===== src/rtl/gpio_port_pkg.sv =====
// Package: shared register address map for the GPIO port.
// Assumes a 3-bit register address; addresses beyond REG_MASK are unused.
package gpio_port_pkg;
    localparam int ADDR_W = 3;
    localparam logic [ADDR_W-1:0] REG_PIN  = 3'd0;
    localparam logic [ADDR_W-1:0] REG_BUF  = 3'd1;
    localparam logic [ADDR_W-1:0] REG_DIR  = 3'd2;
    localparam logic [ADDR_W-1:0] REG_ATTR = 3'd3;
    localparam logic [ADDR_W-1:0] REG_MASK = 3'd4;
endpackage


===== src/rtl/gpio_regs.sv =====
// Module: control register file of the GPIO port.
// Holds buffer, direction, attribute and mask. Buffer writes (pin or buffer
// address) are gated by the mask; the other registers load fully.
// Assumes one write per cycle and a synchronous active-low reset.
module gpio_regs
    import gpio_port_pkg::*;
#(
    parameter int WIDTH = 16
) (
    input  logic              clk,
    input  logic              rst_n,
    input  logic              wr_en,
    input  logic [ADDR_W-1:0] wr_addr,
    input  logic [WIDTH-1:0]  wdata,
    output logic [WIDTH-1:0]  buf_q,
    output logic [WIDTH-1:0]  dir_q,
    output logic [WIDTH-1:0]  attr_q,
    output logic [WIDTH-1:0]  mask_q
);

    // Register update: masked merge for buffer, plain load for the rest.
    always_ff @(posedge clk) begin
        if (!rst_n) begin
            buf_q  <= '0;
            dir_q  <= '0;
            attr_q <= '0;
            mask_q <= '0;
        end else if (wr_en) begin
            case (wr_addr)
                REG_PIN, REG_BUF: buf_q <= (buf_q & mask_q) | (wdata & ~mask_q);
                REG_DIR:          dir_q  <= wdata;
                REG_ATTR:         attr_q <= wdata;
                REG_MASK:         mask_q <= wdata;
                default:          ;
            endcase
        end
    end

    // protected buffer bits survive a buffer write
    a_r8_masked_bits_hold: assert property (@(posedge clk) disable iff (!rst_n)
        (wr_en && (wr_addr == REG_PIN || wr_addr == REG_BUF))
        |=> ((buf_q & $past(mask_q)) == ($past(buf_q) & $past(mask_q))));

    // direction loads every bit regardless of mask
    a_r9_dir_full_load: assert property (@(posedge clk) disable iff (!rst_n)
        (wr_en && wr_addr == REG_DIR) |=> (dir_q == $past(wdata)));

endmodule


===== src/rtl/gpio_sync.sv =====
// Module: multi-stage synchronizer for asynchronous pin levels.
// Each bit passes through STAGES flops; no bits are correlated.
// Assumes STAGES >= 1 and a synchronous active-low reset.
module gpio_sync #(
    parameter int WIDTH  = 16,
    parameter int STAGES = 2
) (
    input  logic             clk,
    input  logic             rst_n,
    input  logic [WIDTH-1:0] async_in,
    output logic [WIDTH-1:0] sync_out
);

    logic [WIDTH-1:0] stage_q [STAGES];

    // First stage samples the raw pin levels.
    always_ff @(posedge clk) begin
        if (!rst_n) stage_q[0] <= '0;
        else        stage_q[0] <= async_in;
    end

    generate
        for (genvar s = 1; s < STAGES; s++) begin : g_stage
            // Later stages shift the sample along the chain.
            always_ff @(posedge clk) begin
                if (!rst_n) stage_q[s] <= '0;
                else        stage_q[s] <= stage_q[s-1];
            end
        end
    endgenerate

    assign sync_out = stage_q[STAGES-1];

endmodule


===== src/rtl/gpio_pad_ctrl.sv =====
// Module: per-pin pad control decode.
// Attribute means true/inverted drive on outputs and float/pull on inputs;
// for pulled inputs the buffer bit picks up (1) or down (0).
// Assumes direction 1 = output. Purely combinational.
module gpio_pad_ctrl #(
    parameter int WIDTH = 16
) (
    input  logic [WIDTH-1:0] buf_q,
    input  logic [WIDTH-1:0] dir_q,
    input  logic [WIDTH-1:0] attr_q,
    output logic [WIDTH-1:0] pad_out,
    output logic [WIDTH-1:0] pad_oe,
    output logic [WIDTH-1:0] pull_up,
    output logic [WIDTH-1:0] pull_dn
);

    generate
        for (genvar i = 0; i < WIDTH; i++) begin : g_pin
            logic pulled;
            // Pull only on inputs whose attribute asks for a resistor.
            assign pulled     = ~dir_q[i] & ~attr_q[i];
            assign pad_oe[i]  = dir_q[i];
            assign pad_out[i] = dir_q[i] & (attr_q[i] ? buf_q[i] : ~buf_q[i]);
            assign pull_up[i] = pulled &  buf_q[i];
            assign pull_dn[i] = pulled & ~buf_q[i];
        end
    endgenerate

endmodule


===== src/rtl/gpio_port.sv =====
// Module: GPIO port top. Connects the register file, the pin synchronizer
// and the pad decode, and returns register or pin data one cycle after a
// read request. Assumes single-cycle bus accesses and active-low sync reset.
module gpio_port
    import gpio_port_pkg::*;
#(
    parameter int WIDTH = 16
) (
    input  logic              clk,
    input  logic              rst_n,
    input  logic              bus_sel,
    input  logic              bus_wr,
    input  logic [ADDR_W-1:0] bus_addr,
    input  logic [WIDTH-1:0]  bus_wdata,
    output logic [WIDTH-1:0]  bus_rdata,
    input  logic [WIDTH-1:0]  pad_in,
    output logic [WIDTH-1:0]  pad_out,
    output logic [WIDTH-1:0]  pad_oe,
    output logic [WIDTH-1:0]  pad_pull_up,
    output logic [WIDTH-1:0]  pad_pull_dn
);

    localparam int SYNC_STAGES = 2;

    logic [WIDTH-1:0] buf_q, dir_q, attr_q, mask_q, pin_q;
    logic             wr_en, rd_en;

    assign wr_en = bus_sel &  bus_wr;
    assign rd_en = bus_sel & ~bus_wr;

    gpio_regs #(.WIDTH(WIDTH)) i_regs (
        .clk    (clk),
        .rst_n  (rst_n),
        .wr_en  (wr_en),
        .wr_addr(bus_addr),
        .wdata  (bus_wdata),
        .buf_q  (buf_q),
        .dir_q  (dir_q),
        .attr_q (attr_q),
        .mask_q (mask_q)
    );

    gpio_sync #(.WIDTH(WIDTH), .STAGES(SYNC_STAGES)) i_sync (
        .clk     (clk),
        .rst_n   (rst_n),
        .async_in(pad_in),
        .sync_out(pin_q)
    );

    gpio_pad_ctrl #(.WIDTH(WIDTH)) i_pad (
        .buf_q  (buf_q),
        .dir_q  (dir_q),
        .attr_q (attr_q),
        .pad_out(pad_out),
        .pad_oe (pad_oe),
        .pull_up(pad_pull_up),
        .pull_dn(pad_pull_dn)
    );

    // Read path: capture the addressed source one cycle after the request.
    always_ff @(posedge clk) begin
        if (!rst_n) begin
            bus_rdata <= '0;
        end else if (rd_en) begin
            case (bus_addr)
                REG_PIN:  bus_rdata <= pin_q;
                REG_BUF:  bus_rdata <= buf_q;
                REG_DIR:  bus_rdata <= dir_q;
                REG_ATTR: bus_rdata <= attr_q;
                REG_MASK: bus_rdata <= mask_q;
                default:  bus_rdata <= '0;
            endcase
        end
    end

    // Cycles since reset release, saturating, to qualify the latency check.
    logic [1:0] settle_cnt;
    always_ff @(posedge clk) begin
        if (!rst_n)                 settle_cnt <= '0;
        else if (settle_cnt != 2'd3) settle_cnt <= settle_cnt + 2'd1;
    end

    // drive enable follows the direction register
    a_r2_oe_follows_dir: assert property (@(posedge clk) disable iff (!rst_n)
        pad_oe == dir_q);

    // pull-up and pull-down never on together
    a_r5_pull_exclusive: assert property (@(posedge clk) disable iff (!rst_n)
        (pad_pull_up & pad_pull_dn) == '0);

    // driven pins carry no pull
    a_r7_no_pull_on_output: assert property (@(posedge clk) disable iff (!rst_n)
        (pad_oe & (pad_pull_up | pad_pull_dn)) == '0);

    // synchronized level is the pin level two edges earlier
    a_r10_sync_latency: assert property (@(posedge clk) disable iff (!rst_n)
        (settle_cnt == 2'd3) |-> (pin_q == $past(pad_in, 2)));

    // unused addresses read as zero
    a_r12_unused_reads_zero: assert property (@(posedge clk) disable iff (!rst_n)
        (rd_en && bus_addr > REG_MASK) |=> (bus_rdata == '0));

endmodule


===== config.mk =====
export PLATFORM = sky130hd
export DESIGN_NAME = gpio_port
export DESIGN_NICKNAME = d
export VERILOG_FILES = /design/src/rtl/gpio_port_pkg.sv /design/src/rtl/gpio_regs.sv /design/src/rtl/gpio_sync.sv /design/src/rtl/gpio_pad_ctrl.sv /design/src/rtl/gpio_port.sv
export SDC_FILE = /design/constraint.sdc
export NUM_CORES = 1
export LEC_CHECK = 0
export ABC_AREA = 1
export BUFFER_PORTS_ARGS = -buffer_cell sky130_fd_sc_hd__buf_4
export CAP_MARGIN = 0
export CORE_ASPECT_RATIO = 0.75
export CORE_MARGIN = 1
export CORE_UTILIZATION = 40
export CTS_BUF_LIST = sky130_fd_sc_hd__clkbuf_16
export CTS_CLUSTER_DIAMETER = 80
export DETAILED_ROUTE_END_ITERATION = 8
export MAX_ROUTING_LAYER = met4
export SYNTH_ARGS = -nofsm -noshare
export SYNTH_HDL_FRONTEND = slang
export SYNTH_SLANG_ARGS = --single-unit

===== constraint.sdc =====
create_clock -name clk -period 4.35 [get_ports clk]
set_clock_uncertainty 0.05 [all_clocks]
set_input_delay 0.87 -clock clk [delete_from_list [all_inputs] [get_ports clk]]
set_output_delay 0.87 -clock clk [all_outputs]
set_load 0.05 [all_outputs]

# After elaboration in Yosys (flattened, before gate mapping)
# Memory sizes are Yosys's and may differ from the RTL's.
# Cells that the tools add are included.
[op_classes]
n_eq_ne = 4
muxes = 21
bitwise = 121
n_reduce_logical = 6
[ops]
columns = ["operator", "count"]
rows = [
  ["$pmux 16 s5", 1],
  ["$and 1x1->1", 66],
  ["$not 1->1", 49],
  ["$and 16x16->16", 2],
  ["$mux 16", 2],
  ["$mux 1", 18],
  ["$not 16->16", 1],
  ["$or 16x16->16", 1],
  ["$reduce_and 2->1", 4],
  ["$eq 3x2->1 const B", 2],
  ["$eq 3x1->1 const B", 1],
  ["$eq 3x3->1 const B", 1],
  ["$logic_not 3->1", 1],
  ["$or 1x1->1", 2],
  ["$reduce_or 2->1", 1],
]
[totals]
register_bits = 80
mem_bits_rw = 32
input_bits = 39
out_inout_bits = 80
wordCells = 158
memories = 1
[mem_list]
columns = ["memory", "depth", "width", "rd", "rd_ports_with_merged_regs", "write_ports", "line", "rtl"]
rows = [
  ["i_sync.stage_q", 2, 16, 2, 0, 2, "gpio_sync.sv:14", "logic [WIDTH-1:0] stage_q [STAGES];"],
]

# Depth between registers and ports, before layout
# Gate-level depths: netlist (run 1).
[depth]
ltp_word = 3
depth_mapped = 9
ltp_nobuf = 7

# Cells and area by module
# Synthesis (run 1) repeated with hierarchy kept, for this count alone.
[unflattened]
hier_cells = 886
hier_area_um2 = 5839.4
[modules_own_cells]
columns = ["module", "n_inst", "cells_per_inst", "area_per_inst_um2", "seq_area_each_um2"]
rows = [
  ["gpio_regs", 1, 422, 2819.0, 1281.2],
  ["gpio_port", 1, 237, 1505.2, 320.3],
  ["gpio_sync", 1, 99, 914.6, 640.6],
  ["gpio_pad_ctrl", 1, 128, 600.6, 0.0],
]

# Worst setup path after synthesis (run 1)
# OpenSTA, ideal clock, no wires.
[synth_timing]
kind = "register to output"
start = "register i_regs.dir_q[0]"
end = "output pad_pull_dn[0]"
arrival_time_ns = 1.655
required_ns = 3.430
setup_slack_ns = 1.775
stages_incl_launch_ff = 2
n_path_buf = 0
cell_sequence = "dfxtp_1 nor3_1"
[synth_between]
elab_chain_cells = 3
[synth_lines]
columns = ["item", "line", "rtl"]
rows = [
  ["start: declaration", "gpio_regs.sv:16", "output logic [WIDTH-1:0] dir_q,"],
  ["start signal: assignment", "gpio_regs.sv:31", "REG_DIR: dir_q <= wdata;"],
  ["$not 1->1", "gpio_pad_ctrl.sv:21", "assign pulled = ~dir_q[i] & ~attr_q[i];"],
  ["$and 1x1->1", "gpio_pad_ctrl.sv:21", ""],
  ["$and 1x1->1", "gpio_pad_ctrl.sv:25", "assign pull_dn[i] = pulled & ~buf_q[i];"],
  ["end: declaration", "gpio_port.sv:20", "output logic [WIDTH-1:0] pad_pull_dn"],
]
# Every way passes these cells.

# Worst setup path after layout (run 1)
[layout_timing]
start = "input bus_addr[1]"
end = "register i_regs.mask_q[7]"
[layout_between]
elab_chain_cells = 2
[layout_lines]
columns = ["item", "line", "rtl"]
rows = [
  ["start: declaration", "gpio_port.sv:13", "input logic [ADDR_W-1:0] bus_addr,"],
  ["$eq 3x3->1", "gpio_regs.sv:29", "case (wr_addr)"],
  ["$reduce_and 2->1 (no source line)", "-", ""],
  ["end signal: assignment", "gpio_regs.sv:33", "REG_MASK: mask_q <= wdata;"],
  ["end: declaration", "gpio_regs.sv:18", "output logic [WIDTH-1:0] mask_q"],
]
# Every way passes these cells.
# A chain may end at the register's enable or synchronous reset.

==> results of run 1 <==
[how the worst max path moves through the flow]
stage	slack (ps)	to
after CTS	1480	i_regs.mask_q[7]$_SDFFE_PN0P_
after global routing	1240	i_regs.mask_q[3]$_SDFFE_PN0P_
after detailed placement	1110	i_regs.mask_q[7]$_SDFFE_PN0P_
after floorplan	1770	pad_pull_dn[0]
after global placement	1180	i_regs.mask_q[4]$_SDFFE_PN0P_
final	1460	i_regs.mask_q[7]$_SDFFE_PN0P_
[tightest hold or removal path: cells and delay by family (launching register included)]
family	cells	cell delay, ps
buffers and inverters	1	40
and+or+nand+nor	1	40
DFF	1	310
[through the flow]
stage	instance area, µm²	utilization (%)	power [mW]
floorplan	4890	-	1.28
global placement	5840	49.8	1.38
detailed placement	5840	49.8	1.38
CTS	6130	52.2	2.18
global route	6130	52.2	2.25
finish	6130	52.2	2.17
[synthesized netlist by cell type]
master    number  area share, %
a21oi_1       64            6.5
buf_1          4           0.31
buf_2         10            1.0
buf_4          3           0.46
clkbuf_1      20            1.5
dfxtp_1      112             46
inv_1         93            7.1
inv_2          4           0.31
nand2_1      110            8.4
nand3_1       30            3.1
nand3_2        1           0.20
nand3_4        1           0.36
nand4_1       34            4.3
nor2_1       115            8.8
nor2_4         2           0.46
nor3_1        16            1.6
nor3_4         1           0.33
nor4_4         1           0.43
o21ai_0       68            7.0
o21ai_1       18            1.8
[layer usage]
metal,up-vias,track usage (%),part of all wire [%]
li1,2463,-,-
met4,0,5.19,0.98
met5,-,-,0
met3,14,4.60,6.8
met2,163,39.8,46
met1,2259,32.5,46
[power by group through the flow]
| stage | registers (mW) | clock network [mW] | logic (mW) |
|---|---|---|---|
| 2_1_floorplan | 1.11 | 0 | 0.170 |
| 3_3_place_gp | 1.10 | 0 | 0.284 |
| 3_5_place_dp | 1.10 | 0 | 0.287 |
| 4_1_cts | 1.07 | 0.822 | 0.287 |
| 5_1_grt | 1.08 | 0.863 | 0.308 |
| 6_report | 1.07 | 0.807 | 0.287 |
[cells in the final DEF (no fill, tap or decap), drive strengths merged]
cell type  netlist  final
a21oi           64     64
buf             17    121
clkbuf          20      9
clkinv           0      1
clkinvlp         0      1
dfxtp          112    112
inv             97    102
nand2          110    110
nand3           32     32
nand4           34     34
nor2           117    117
nor3            17     17
nor4             1      1
o21ai           86     86
[layout make-up]
cell class                 instances  area share (%)
clock buffer                       9            3.68
inverter                          97            5.94
clock inverter                     7           0.960
timing repair buffer             121            14.8
sequential                       112            36.6
multi-input combinational        461            34.7
tap                              162            3.31
[cells by family (layout without fill, tap and decap cells)]
family	Yosys count	after routing	synth area share (%)
and+or+nand+nor	311	311	28.1
buffers and inverters	134	234	10.8
DFF	112	112	45.8
AOI/OAI and AO/OA	150	150	15.3
==> run_results.csv, run 1 <==
group,metric,value,unit
cts,post_cts_buffers,0,
pwr,p_per_area,354,nW/µm²
cts,cts_resized,0,
setup_path,crit_arrival,3080,ps
cts,cts_buffers,9,
timing,rsz0062_at_grt,"no",
yosys,synthDistinctLibCells,20,
cts,tritoncts,"yes",
cts,cts.sinks,112,
cts,cts_max_path_buffers,2,
cts,ctsHoldBuffers,0,
finish,nFillCells,1190,
timing,fin_ws,1460,ps
finish,regArea,2240,µm²
worst_hold_path,min_path_cells,2,
setup_path,worstSetupEndpointType,"flop",
finish,finalNetCount,841,
yosys,ys_seq_elements,112,
cts,htree_num_levels,3,
placed_design,placed_cells,953,
placed_design,dp_hpwl,9840,µm
global_routing,grt_max_degree,98,
global_routing,antenna_found_initial,0,
timing,final.setup.tns,0,ps
setup_path,crit_chain,"buf_4 > nor2_4 > nand4_1 > buf_4 > o21ai_0 > a21oi_1",
floorplan,dieArea,12700,µm²
setup_path,critPathKind,"primary input to flop",
setup_path,cp-startpoint,"bus_addr[1]",
timing,finalSetupViolations,0,
pwr,switchingPower,0.629,mW
setup_path,crit_required,4540,ps
pwr,p_int,1.54,mW
pwr,seq_power_share,49.5,%
global_routing,grtUsageTotal,24.8,%
yosys,synth-seq-area-share,45.8,%
placed_design,pre_cts_slack,1110,ps
pwr,p_leak,2.85,nW
detailed_routing,viasPerCell,5.06,
finish,layout-drive-gt1-share,18.2,%
setup_path,rr_worst_depth,4,
pwr,irDropWorstVdd,208,µV
setup_path,path_depth,6,
floorplan,fp.coreArea,11700,µm²
floorplan,std_cell_rows,34,
yosys,synth_nets,746,
yosys,synth_warnings,0,
run,max-cap-violations,0,
yosys,netlist_area,4890,µm²
placed_design,io_buffers,118,
floorplan,start_util,41.7,%
setup_path,cpMaxStageDelayCell,"nand4_1",
floorplan,die_w,130,µm
detailed_routing,vias,4899,
worst_hold_path,hold_end,"i_sync.stage_q[1][9]$_SDFF_PN0_",
global_routing,grt_pass1_wl,23300,µm
timing,holdWs,361,ps
timing,period_share,66.5,%
setup_path,path_max_fanout,36,
placed_design,gp_congestion,0.846,
floorplan,io_pins,119,
floorplan,die_h,97.8,µm
pwr,clock_power_share,37.2,%
cts,cts_root_buffer,"clkbuf_16",
detailed_routing,drtIter0Drc,351,
setup_path,r2r_slack,3190,ps
setup_path,cp_common_cell,"buf_4",
setup_path,r2r-end,"bus_rdata[14]$_SDFFE_PN0P_",
pwr,p_comb_share,13.2,%
timing,hold_viol_final,0,
timing,fin_crit,2890,ps
setup_path,worst_setup_path_start_kind,"primary input",
detailed_routing,routed_wl,14900,µm
global_routing,overflow,0,
detailed_routing,ant_nets,0,
global_routing,grt_pass1_vias,4476,
yosys,syn_avg_cell_area,6.92,µm²
timing,fmax,346,MHz
cts,clk_latency,350,ps
setup_path,crit_buf_inv,2,
status,status,"finished, final reports clean",
timing,tightest_slew,920,ps
finish,instances_no_fill,969,
finish,multi_input_area,2130,µm²
detailed_routing,drc_errors,0,
detailed_routing,dr.pass1.iters,5,
timing,maxSlewHeadroom,38.6,%
pwr,swShare,29.0,%
setup_path,rr_startpoint,"i_regs.dir_q[14]$_SDFFE_PN0P_",
setup_path,cpPeakStageDelay,750,ps
cts,clkTransAtPathRegs,80,ps
setup_path,cpLargestDelayFamily,"simple AND/OR/NAND/NOR gates",
finish,area_growth,25.2,%
finish,n_antenna_cell,0,
worst_hold_path,hp-class,"flop to flop",
timing,drv_slew,0,
detailed_routing,avgRoutedWirePerCell,15.4,µm
yosys,syn_inst,707,
worst_hold_path,min_from,"i_sync.stage_q[0][9]$_SDFF_PN0_",
Note: power is estimated with default switching activity, not from simulation.
==> run 2: changes to the inputs <==
- PLACE_DENSITY: unset -> 0.65
- clock period: 4.35 -> 2.5 ns (I/O delays scaled with it)
==> run_results.csv, run 2 (synthesis gave the netlist of run 1 again) <==
group,metric,value,unit
timing,drv_slew,0,
timing,final.setup.tns,0,ps
detailed_routing,routed_wl,14400,µm
floorplan,fp.coreArea,11700,µm²
timing,maxSlewHeadroom,50.7,%
detailed_routing,avgRoutedWirePerCell,14.8,µm
floorplan,io_pins,119,
cts,clk_latency,350,ps
floorplan,start_util,41.7,%
floorplan,die_h,97.8,µm
detailed_routing,drtIter0Drc,464,
cts,post_cts_buffers,0,
detailed_routing,dr.pass1.iters,5,
timing,fin_crit,1890,ps
floorplan,die_w,130,µm
finish,n_antenna_cell,0,
placed_design,dp_hpwl,10200,µm
cts,cts_max_path_buffers,2,
pwr,power,3.74,mW
cts,htree_num_levels,3,
finish,nFillCells,1200,
detailed_routing,drc_errors,0,
setup_path,worstSetupEndpointType,"output pin",
setup_path,critPathKind,"flop to output pin",
cts,tritoncts,"yes",
floorplan,dieArea,12700,µm²
global_routing,grt_max_degree,61,
cts,ctsHoldBuffers,0,
timing,finalSetupViolations,0,
global_routing,grtUsageTotal,24.1,%
cts,cts_resized,0,
global_routing,antenna_found_initial,0,
pwr,p_leak,2.90,nW
setup_path,crit_arrival,1340,ps
finish,final_common_cell,"buf_4",
pwr,p_per_area,605,nW/µm²
timing,tightest_slew,737,ps
timing,hold_viol_final,0,
setup_path,crit_required,1950,ps
global_routing,overflow,0,
finish,finalNetCount,848,
timing,fmax,530,MHz
worst_hold_path,hp-class,"primary input to flop",
timing,rsz0062_at_grt,"no",
finish,layout-drive-gt1-share,18.2,%
detailed_routing,ant_nets,0,
cts,cts_buffers,9,
cts,cts.sinks,112,
finish,multi_input_area,2130,µm²
finish,final_cell_mix,"buf_4, nor2_1, dfxtp_1",
setup_path,path_max_fanout,4,
global_routing,grt_pass1_vias,4407,
run,max-cap-violations,0,
global_routing,grt_pass1_wl,22900,µm
timing,holdWs,284,ps
pwr,irDropWorstVdd,389,µV
cts,clkTransAtPathRegs,70,ps
finish,area_growth,26.2,%
cts,cts_root_buffer,"clkbuf_16",
setup_path,worst_setup_path_start_kind,"flop",
status,status,"finished, final reports clean",
placed_design,gp_congestion,0.938,
detailed_routing,vias,4966,
floorplan,std_cell_rows,34,
finish,post-route-util,52.6,%
finish,regArea,2240,µm²
timing,period_share,75.5,%
detailed_routing,viasPerCell,5.10,
placed_design,io_buffers,118,
==> run 2: changes by cell type in the layout (fill, tap and decap cells not counted) <==
cell and delta:
buf_4 +6, inv_1 +4, inv_8 -1, bufinv_16 +1
inv_6 -4, buf_12 +1, clkinv_2 -1, clkinvlp_4 -1
==> run 2: path summary, 6_finish.rpt <==
kind | startpoint | to | slack, ps | depth (start not counted)
worst max-delay path | flop | pad_out[9] | 610 | 6
worst min-delay path | pad_in[1] | i_sync.stage_q[0][1]$_SDFF_PN0_ | 280 | 3
worst max register to register | i_regs.attr_q[14]$_SDFFE_PN0P_ | bus_rdata[14]$_SDFFE_PN0P_ | 1410 | 4
worst min register to register | i_sync.stage_q[0][6]$_SDFF_PN0_ | i_sync.stage_q[1][6]$_SDFF_PN0_ | 360 | 2
==> run 2: worst max-delay path, stage by stage (launching register included) <==
cell     delay [ps]
dfxtp_1         330
inv_1           140
nor2_1           50
inv_1            70
nand2_1          50
a21oi_1         140
buf_4           220
==> run 2: routing by layer <==
metal | track usage [%] | share of wire, %
met5 | - | 0
met1 | 32.7 | 46
met4 | 5.64 | 1.3
met2 | 36.9 | 46
met3 | 4.71 | 7.1
==> run 2: metrics by stage <==
step                instance area (µm²)  setup WS, ps  cells
floorplan                          4890           295    707
detailed placement                 5910           419    960
CTS                                6180           586    974
global route                       6180           509    974
finish                             6180           612    974
global placement                   5910           434    960
==> run 2: cell type report <==
class                   count  share of cell area (%)
clock buffers               9                    3.65
inverters                  97                    5.89
multi-input cells         461                    34.4
repair buffers            128                    15.8
flip-flops and latches    112                    36.3
clock inverters             5                   0.729
well taps                 162                    3.28
==> run 2: power breakdown <==
| group | switching, mW | total, mW | internal, mW |
|---|---|---|---|
| registers | 0.0328 | 1.87 | 1.84 |
| logic | 0.351 | 0.502 | 0.150 |
| clock network | 0.615 | 1.37 | 0.753 |
==> run 3: changes to the inputs <==
- PLACE_DENSITY: 0.65 -> unset
- clock period: 2.5 -> 1.8 ns (I/O delays scaled with it)
==> run_results.csv, run 3 (synthesis gave the netlist of run 1 again) <==
group,metric,value,unit
status,status,"finished, final reports clean",
cts,htree_num_levels,3,
detailed_routing,dr.pass1.iters,7,
run,max-cap-violations,0,
finish,nFillCells,1170,
finish,n_antenna_cell,0,
pwr,p_per_area,838,nW/µm²
cts,cts_buffers,9,
setup_path,crit_required,1390,ps
floorplan,io_pins,119,
setup_path,path_depth,6,
setup_path,rr_worst_depth,6,
global_routing,overflow,0,
floorplan,dieArea,12700,µm²
detailed_routing,viasPerCell,5.04,
cts,post_cts_buffers,0,
cts,cts.sinks,112,
finish,layout-drive-gt1-share,25.6,%
placed_design,gp_congestion,0.871,
finish,area_growth,33.5,%
finish,final_cell_area,6530,µm²
global_routing,grt_pass1_vias,4634,
detailed_routing,routed_wl,15400,µm
finish,multi_input_area,2270,µm²
detailed_routing,drc_errors,0,
global_routing,grtUsageTotal,25.7,%
cts,cts_max_path_buffers,2,
floorplan,std_cell_rows,34,
detailed_routing,vias,4997,
timing,final.setup.tns,0,ps
setup_path,cp_common_cell,"inv_1",
cts,tritoncts,"yes",
setup_path,crit_end,"pad_out[3]",
setup_path,crit_buf_inv,3,
pwr,irDropWorstVdd,570,µV
placed_design,dpl-instance-area,6190,µm²
setup_path,rr_startpoint,"i_regs.dir_q[3]$_SDFFE_PN0P_",
setup_path,critPathKind,"flop to output pin",
setup_path,crit_arrival,1340,ps
global_routing,antenna_found_initial,0,
finish,finalNetCount,863,
setup_path,cpPeakStageDelay,320,ps
setup_path,cpMaxStageDelayCell,"dfxtp_1",
cts,clk_latency,350,ps
cts,cts_root_buffer,"clkbuf_16",
placed_design,dp_hpwl,11200,µm
timing,maxSlewHeadroom,59.0,%
timing,tightest_slew,614,ps
setup_path,path_max_fanout,4,
timing,drv_slew,0,
placed_design,io_buffers,118,
timing,fin_ws,47.8,ps
setup_path,r2r-end,"bus_rdata[3]$_SDFFE_PN0P_",
setup_path,worst_setup_path_start_kind,"flop",
floorplan,fp.coreArea,11700,µm²
pwr,p_leak,3.01,nW
floorplan,start_util,41.7,%
timing,hold_viol_final,0,
setup_path,cpLargestDelayFamily,"buffers and inverters",
timing,period_share,97.3,%
cts,clkTransAtPathRegs,80,ps
detailed_routing,ant_nets,0,
setup_path,worstSetupEndpointType,"output pin",
floorplan,die_w,130,µm
setup_path,r2r_slack,670,ps
finish,final_cell_mix,"buf_4, nor2_1, nand2_1",
finish,final_common_cell,"buf_4",
setup_path,crit_chain,"inv_1 > nor2_1 > inv_1 > nand2_1 > a21oi_2 > buf_4",
timing,fmax,571,MHz
worst_hold_path,hp-class,"primary input to flop",
global_routing,grt_pass1_wl,24000,µm
cts,ctsHoldBuffers,0,
detailed_routing,drtIter0Drc,362,
global_routing,grt_max_degree,54,
finish,regArea,2250,µm²
timing,finalSetupViolations,0,
pwr,power,5.47,mW
placed_design,pre_cts_slack,178,ps
timing,fin_crit,1750,ps
detailed_routing,avgRoutedWirePerCell,15.5,µm
timing,rsz0062_at_grt,"no",
floorplan,die_h,97.8,µm
==> run 3: cell count changes in the layout (fill, tap and decap cells not counted), moves of 3 or more <==
| cell | before | now |
|---|---|---|
| a21oi_1 | 64 | 48 |
| a21oi_2 | 0 | 16 |
| nor3_1 | 16 | 0 |
| nor3_2 | 0 | 16 |
| buf_4 | 127 | 136 |
| dfxtp_1 | 112 | 103 |
| dfxtp_2 | 0 | 9 |
| inv_1 | 97 | 91 |
| buf_6 | 0 | 4 |
| inv_6 | 0 | 3 |
==> run 3: metal layers <==
| metal | track usage [%] | up-vias | share of wire [%] |
|---|---|---|---|
| met5 | - | - | 0 |
| met4 | 4.56 | 0 | 0.48 |
| met3 | 3.73 | 5 | 6.0 |
| met2 | 42.0 | 149 | 48 |
| met1 | 34.1 | 2328 | 46 |
| li1 | - | 2515 | - |
==> run 3: how the worst min path moves through the flow <==
stage / startpoint / depth (start not counted) / end / slack [ps]
after floorplan: i_sync.stage_q[0][0]$_SDFF_PN0_ / 2 / i_sync.stage_q[1][0]$_SDFF_PN0_ / 340
after global routing: pad_in[11] / 3 / i_sync.stage_q[0][11]$_SDFF_PN0_ / 130
after CTS: pad_in[0] / 3 / i_sync.stage_q[0][0]$_SDFF_PN0_ / 130
final: pad_in[0] / 3 / i_sync.stage_q[0][0]$_SDFF_PN0_ / 130
after global placement: i_sync.stage_q[0][8]$_SDFF_PN0_ / 2 / i_sync.stage_q[1][8]$_SDFF_PN0_ / 350
after detailed placement: i_sync.stage_q[0][10]$_SDFF_PN0_ / 2 / i_sync.stage_q[1][10]$_SDFF_PN0_ / 350
==> run 3: power breakdown <==
group	switching, mW	leakage, nW	internal (mW)
Clock	0.997	0.158	1.13
Sequential	0.0554	0.917	2.55
Combinational	0.502	1.93	0.242
==> run 3: stage by stage <==
| stage | utilization [%] | instances | hold WS [ps] |
|---|---|---|---|
| 6_report | 55.6 | 991 | 135 |
| 5_1_grt | 55.6 | 991 | 134 |
| 4_1_cts | 55.4 | 991 | 129 |
| 3_5_place_dp | 52.7 | 975 | 350 |
| 3_3_place_gp | 52.7 | 975 | 348 |
| 2_1_floorplan | - | 707 | 340 |
==> run 3: cell type report <==
| cell class | instances | area share [%] |
|---|---|---|
| repair buffers | 143 | 17.2 |
| multi-input cells | 461 | 34.7 |
| clock buffers | 9 | 3.45 |
| well taps | 162 | 3.10 |
| inverters | 97 | 5.57 |
| flip-flops and latches | 112 | 34.5 |
| clock inverters | 7 | 1.46 |
==> run 3: worst min-delay path, stage by stage <==
cell and delay (ps):
buf_4 70, nand2_1 40, inv_1 40
==> run 3: repair_timing <==
action,in CTS,in global routing
hold endpoints to repair,0,0
setup endpoints to repair,0,10
gates resized for setup,0,15
